--- config.mk ---
export PLATFORM = sky130hd
export DESIGN_NAME = audio_atten_ramp
export DESIGN_NICKNAME = d
export VERILOG_FILES = /design/src/rtl/audio_atten_ramp.sv
export SDC_FILE = /design/constraint.sdc
export NUM_CORES = 1
export LEC_CHECK = 0
export ABC_AREA = 1
export BUFFER_PORTS_ARGS = -buffer_cell sky130_fd_sc_hd__buf_2
export CORE_ASPECT_RATIO = 1.25
export CORE_MARGIN = 8
export CORE_UTILIZATION = 40
export CTS_CLUSTER_DIAMETER = 60
export CTS_CLUSTER_SIZE = 25
export DETAILED_ROUTE_END_ITERATION = 10
export GPL_ROUTABILITY_DRIVEN = 0
export PLACE_DENSITY = 0.53
export SYNTH_ARGS = -nofsm -noshare
export SYNTH_HDL_FRONTEND = slang
export SYNTH_SLANG_ARGS = --single-unit
--- constraint.sdc ---
create_clock -name clk -period 6.52 [get_ports clk]
set_input_delay 0.978 -clock clk [delete_from_list [all_inputs] [get_ports clk]]
set_output_delay 0.978 -clock clk [all_outputs]
set_load 0.01 [all_outputs]
--- src/rtl/audio_atten_ramp.sv ---
module audio_atten_ramp #(
  parameter int DW       = 16,
  parameter int CW       = 8,
  parameter int CMAX     = 8'hEE,
  parameter int ZC_BITS  = 7,
  parameter int ZERO_RUN = 1024
) (
  input  logic          clk,
  input  logic          rst_n,
  input  logic          cmd_valid,
  input  logic [2:0]    cmd_op,
  input  logic [CW-1:0] cmd_data,
  input  logic          wclk,
  input  logic          smp_valid,
  input  logic [DW-1:0] smp_l,
  input  logic [DW-1:0] smp_r,
  output logic          out_valid,
  output logic [DW-1:0] out_l,
  output logic [DW-1:0] out_r,
  output logic          mute_l,
  output logic          mute_r
);
  localparam int ZW = $clog2(ZERO_RUN + 1);
  localparam int PW = DW + CW + 1;
  localparam logic [2:0] OP_SET  = 3'd0;
  localparam logic [2:0] OP_R4   = 3'd1;
  localparam logic [2:0] OP_R8   = 3'd2;
  localparam logic [2:0] OP_R16  = 3'd3;
  localparam logic [2:0] OP_MUTE = 3'd4;
  localparam logic [CW-1:0] LIM = CW'(CMAX);

  logic [CW-1:0] coef, tgt, step;
  logic [1:0]    mute_req;
  logic          wclk_q;
  logic          wrise;
  logic          do_set;
  logic [CW-1:0] data_lim;
  logic [CW:0]   up_sum, dn_floor;
  logic [CW-1:0] coef_nxt;

  assign wrise    = wclk & ~wclk_q;
  assign do_set   = cmd_valid && cmd_op == OP_SET;
  assign data_lim = (cmd_data > LIM) ? LIM : cmd_data;
  assign up_sum   = {1'b0, coef} + {1'b0, step};
  assign dn_floor = {1'b0, tgt} + {1'b0, step};

  always_comb begin
    coef_nxt = coef;
    if (coef < tgt)
      coef_nxt = (up_sum > {1'b0, tgt}) ? tgt : up_sum[CW-1:0];
    else if (coef > tgt)
      coef_nxt = ({1'b0, coef} < dn_floor) ? tgt : coef - step;
  end

  always_ff @(posedge clk or negedge rst_n) begin
    if (!rst_n) begin
      coef     <= '0;
      tgt      <= '0;
      step     <= CW'(4);
      mute_req <= 2'd0;
      wclk_q   <= 1'b0;
    end else begin
      wclk_q <= wclk;
      if (do_set) begin
        coef <= data_lim;
        tgt  <= data_lim;
      end else if (wrise) begin
        coef <= coef_nxt;
      end
      if (cmd_valid) begin
        case (cmd_op)
          OP_R4:   begin tgt <= data_lim; step <= CW'(4);  end
          OP_R8:   begin tgt <= data_lim; step <= CW'(8);  end
          OP_R16:  begin tgt <= data_lim; step <= CW'(16); end
          OP_MUTE: mute_req <= cmd_data[1:0];
          default: ;
        endcase
      end
    end
  end

  logic [DW-1:0] s_in [2];
  logic [DW-1:0] s_out [2];
  logic          silent [2];

  assign s_in[0] = smp_l;
  assign s_in[1] = smp_r;
  assign out_l   = s_out[0];
  assign out_r   = s_out[1];
  assign mute_l  = silent[0];
  assign mute_r  = silent[1];

  always_ff @(posedge clk or negedge rst_n) begin
    if (!rst_n) out_valid <= 1'b0;
    else        out_valid <= smp_valid;
  end

  for (genvar ch = 0; ch < 2; ch++) begin : g_ch
    logic [1:0]           mode_q, mode_eff;
    logic                 zc;
    logic signed [PW-1:0] prod, scaled, quarter;
    logic [ZW-1:0]        zcnt;
    logic [DW-1:0]        res;

    assign zc       = (&s_in[ch][DW-1 -: ZC_BITS]) | ~(|s_in[ch][DW-1 -: ZC_BITS]);
    assign mode_eff = zc ? mute_req : mode_q;
    assign prod     = PW'($signed(s_in[ch])) * $signed({1'b0, coef});
    assign scaled   = prod >>> CW;
    assign quarter  = scaled >>> 2;
    assign res      = (mode_eff == 2'd0) ? scaled[DW-1:0] :
                      (mode_eff == 2'd1) ? quarter[DW-1:0] : '0;
    assign silent[ch] = (coef == '0) && (zcnt == ZW'(ZERO_RUN));

    always_ff @(posedge clk or negedge rst_n) begin
      if (!rst_n) begin
        mode_q    <= 2'd0;
        s_out[ch] <= '0;
        zcnt      <= '0;
      end else if (smp_valid) begin
        mode_q    <= mode_eff;
        s_out[ch] <= res;
        if (s_in[ch] != '0)               zcnt <= '0;
        else if (zcnt != ZW'(ZERO_RUN))   zcnt <= zcnt + ZW'(1);
      end
    end
  end


  coef_limit_chk: assert property (@(posedge clk) disable iff (!rst_n)
    coef <= LIM);


  step_bound_chk: assert property (@(posedge clk) disable iff (!rst_n)
    !do_set |=> ((coef >= $past(coef)) ? (coef - $past(coef)) : ($past(coef) - coef)) <= CW'(16));


  no_overshoot_chk: assert property (@(posedge clk) disable iff (!rst_n)
    (!do_set && coef <= tgt) |=> coef <= $past(tgt));


  hold_coef_chk: assert property (@(posedge clk) disable iff (!rst_n)
    (!do_set && !(wclk && !wclk_q)) |=> $stable(coef));


  zero_gain_out_chk: assert property (@(posedge clk) disable iff (!rst_n)
    (smp_valid && coef == '0) |=> (out_l == '0 && out_r == '0));


  mute_drop_chk: assert property (@(posedge clk) disable iff (!rst_n)
    (smp_valid && smp_l != '0) |=> !mute_l);
endmodule

======== Yosys cells after proc, flatten, opt, wreduce, memory -nomap -nowiden ========
Index checks and enable logic that the tools add are counted.
W data, S select, Z words.
word-level totals
  register bits ........................... 86
  bits of input ports ..................... 48
  output and inout port bits .............. 35
  logic and storage cells ................. 85
cells by class
  $add $sub $neg .......................... 5
  $mul .................................... 2
  $lt $le $gt $ge ......................... 5
  equal/unequal tests ..................... 10
  multiplexer cells ....................... 21
  bitwise logic cells ..................... 6
  reduce and logical (&&, ||, !) cells .... 24
operator list
  kind                     count
  $mux W8                  10
  $mux W16                 4
  $mul A16 B9 Y25          2
  $mux W11                 4
  $reduce_bool A16 Y1      2
  $pmux W8 S3              1
  $add A11 B1 Y11 const B  2
  $eq A11 B11 Y1 const B   2
  $ne A11 B11 Y1 const B   2
  $add A8 B8 Y9            2
  $reduce_and A7 Y1        2
  $reduce_or A7 Y1         2
  $reduce_and A2 Y1        5
  $gt A9 B8 Y1             1
  $lt A8 B9 Y1             1
  $gt A8 B8 Y1             1
  $gt A8 B8 Y1 const B     1
  $logic_not A8 Y1         1
  $lt A8 B8 Y1             1
  $sub A8 B8 Y8            1
  $eq A3 B2 Y1 const B     2
  $reduce_bool A2 Y1       3
  $reduce_bool A3 Y1       2
  $eq A2 B1 Y1 const B     2
  other kinds (10)         17

======== Longest topological paths before layout ========
  word-level depth ........................ 7
  gate-level depth with buffers ........... 27
  depth with buffers taken out ............ 25

======== Worst setup path after synthesis ========
Ideal clock, no wire load.
  path kind ............................... input-to-reg
  start point ............................. in smp_l[15]
  end point ............................... reg s_out, in the netlist out_l[15]
  library setup time ...................... 0.117 ns
  arrival ................................. 4.959 ns
  required time ........................... 6.403 ns
  path slack .............................. 1.444 ns
  cell stages on the path ................. 23
  path buffers ............................ 1
  cells stage by stage .................... buf_2 -> nand2_1 -> inv_1 -> fa_1 -> inv_1 -> fa_1 -> inv_1 -> fa_1 -> inv_1 -> fa_1 -> inv_1 -> ha_1 -> nand2_1 -> nor2_1 -> inv_1 -> nor4_1 -> nand3_1 -> nand2_1 -> nand2_1 -> nand3_1 -> nand2_1 -> nand2_1 -> nand2_1
on the way
  cells in the longest elaborated chain, start to end .. 7
  elaborated cells on any way between the ends .. 10
  classes of those cells .................. mul: 1; eq/ne: 1; mux: 3; bitwise: 2; reduce/logical: 3
RTL lines
  what                                                                     RTL line  source
  start: declaration                                                       15        input logic [DW-1:0] smp_l,
  parallel branches: the longest is 6 deep, another holds $mul A16 B9 Y25  n/a
  $mux W16 *                                                               110       assign res = (mode_eff == 2'd0) ? scaled[DW-1:0] :
  end signal: indexed assignment                                           121       s_out[ch] <= res;
  end: declaration                                                         83        logic [DW-1:0] s_out [2];
Mark *: on every way between the ends.
A chain may end at the register's enable or synchronous reset.

======== Worst setup path in the final report ========
  start point ............................. reg coef[5]
  end point ............................... reg s_out, in the netlist out_l[9]
on the way
  cells in the longest elaborated chain, start to end .. 3
RTL lines
  what                      RTL line  source
  start: declaration        32        logic [CW-1:0] coef, tgt, step;
  start signal: assignment  65        coef <= data_lim;
  start signal: assignment  68        coef <= coef_nxt;
  $mul A16 B9 Y25 *         107       assign prod = PW'($signed(s_in[ch])) * $signed({1'b0, coef});
  $mux W16                  111       (mode_eff == 2'd1) ? quarter[DW-1:0] : '0;
  $mux W16 *                110
Every way passes the cells marked *; elsewhere a longest branch is shown, timed or not.

==> qor.csv <==
metric;value;unit
seq_area_frac_synth;13.02;%
crit-reg2reg-launch;coef[5];
avgSynthCellArea;6.933;um2
placed_cell_area;16370;um2
synth.distinct_cells;47;
outcome;finished clean;
final_nets;2653;
ys_ff_latch;81;
drt-vias-per-instance;4.885;
htreeDepth;3;
core;38820;um2
hold_class;input pin to async pin;
worstRegToRegCells;19;
final_common_cell;nand2_1;
crit_path_max_fanout;28;
final_cell_mix;nand2_1, inv_1, fa_1, ha_1, nand3_1;
dp_hpwl;34730;um
io_buffers;82;
drc;0;
postLayoutCellArea;16700;um2
syn_inst;2247;
dp_cells;2762;
period_share;83.97;%
num_rows;81;
holdWs;447.7;ps
die_y;236.6;um
cts_hold_buf;0;
first_iter_violations;567;
setup_viol;0;
grt_util_all_layers;19.28;%
rsz0062_at_grt;no;
antenna_found_initial;5;
cts.clk_slew.worst_paths;80;ps
cp.arrival;5750;ps
start_util;40.13;%
synth_async_sr_flop_share;100.0;%
drv_slew;0;
maxCapViolations;0;
ant_nets;0;
cts_sinks;81;
finalHoldViolCount;0;
grt_max_degree;66;
critPathLaunch;coef[5];
synth_area;15580;um2
yosys_warnings;0;
crit_type;flop to flop;
setup_tns;0;ps
grt_pass1_vias;14380;
numCtsBuffers;9;
post_drt_wl_per_cell;15.08;um
cts_resized;0;
endpoint_kind;flop;
clock_latency;390;ps
cts_tree;done;
max_freq;182.7;MHz
maxSlewHeadroom;16.83;%
wl;41910;um
clock_skew;15.96;ps
grt_pass1_wl;70650;um
r2r_end;out_l[9];
first_pass_iters;5;
die_w;192.5;um
syn-num-nets;2625;
cts_setup_buffers;0;
synth_top_area_share;26.35;%
area_delta_synth_final;7.189;%
cts_buffer_depth;2;
fin_cells;2780;
dieArea;45550;um2
io-pin-count;83;
final_layout_size_suffix_gt1_share;5.921;%
critPathRequiredTime;6790;ps
r2r_slack;1050;ps
overflow;0;
yosys-top-cells-area;fa_1, nand2_1, inv_1;
cts-root-buf;clkbuf_16;
ys.flop_type;dfrtp_1;
start_kind;flop;
tightest_slew;1248;ps
synth_top_cell_by_area;fa_1;
via_count;13580;
period_needed;5475;ps
synth-edff-count;0;
==> registers in the layout, indices dropped and copies added, names as in the netlist <==
register,count
wclk_q,1
out_valid,1
step,3
tgt,8
out_r,16
coef,8
out_l,16
g_ch.mode_q,4
g_ch.zcnt,22
mute_req,2
==> how the worst max path moves through the flow <==
stage | to | depth (start not counted) | slack (ps)
floorplan | out_l[15] | 23 | 1440
global placement | out_l[13] | 23 | 1040
detailed placement | out_l[13] | 23 | 1040
CTS | out_l[9] | 20 | 1080
global route | out_l[9] | 20 | 760
finish | out_l[9] | 19 | 1050
==> through the flow <==
step / utilization (%) / setup slack, ps
after floorplan: - / 1444
after global placement: 42.18 / 1037
after detailed placement: 42.18 / 1038
after CTS: 43.00 / 1082
after global routing: 43.02 / 763.2
final: 43.02 / 1045
==> area by class of cell <==
type	count	area (um2)
fill	4160	22120
multi-input combinational	1521	11070
inverter	563	2113
sequential	81	2028
tap	498	623.1
timing repair buffer	99	540.5
clock buffer	9	225.2
clock inverter	7	92.59
antenna	2	5.005
==> logic make-up (layout without fill, tap and decap cells) <==
| family | after synthesis | count (layout) | share of synthesized area, % |
|---|---|---|---|
| and+or+nand+nor | 983 | 983 | 26.43 |
| buffers and inverters | 645 | 678 | 15.92 |
| adders and majority gates | 330 | 330 | 36.39 |
| AOI/OAI and AO/OA | 163 | 163 | 5.671 |
| DFF | 81 | 81 | 13.02 |
| xor gates and xnor gates | 42 | 42 | 2.361 |
| muxes | 3 | 3 | 0.2169 |
| other | 0 | 2 | 0 |
==> synthesized netlist by cell type (all sizes together), types with 29 or more instances <==
master    n
nand2   653
inv     562
fa      205
ha      125
nand3   125
nor2    117
a21oi    80
dfrtp    80
o21ai    56
buf      42
clkbuf   40
xor2     29
==> critical path, cell delays in order, from the launching register on <==
cell,delay [ps]
dfrtp_1,1100
nand2_1,200
fa_1,570
fa_1,500
inv_1,60
fa_1,520
inv_1,60
fa_1,520
inv_1,40
ha_1,350
a21oi_1,280
o21ai_0,180
a21oi_1,230
nand2_1,130
nand2_1,120
nand3_1,160
nand3_1,150
nand2_1,60
nand2_1,60
nand2_1,50
==> layer usage <==
metal / global-route usage [%] / wire (um)
met2: 35.55 / 21720
met4: 7.163 / 1350
met3: 2.679 / 1560
met1: 22.02 / 17240
met5: 0 / 39
Power is left out: the tool's default activity adds up to more than one toggle a clock period on the data nets, which glitch-free logic cannot reach.
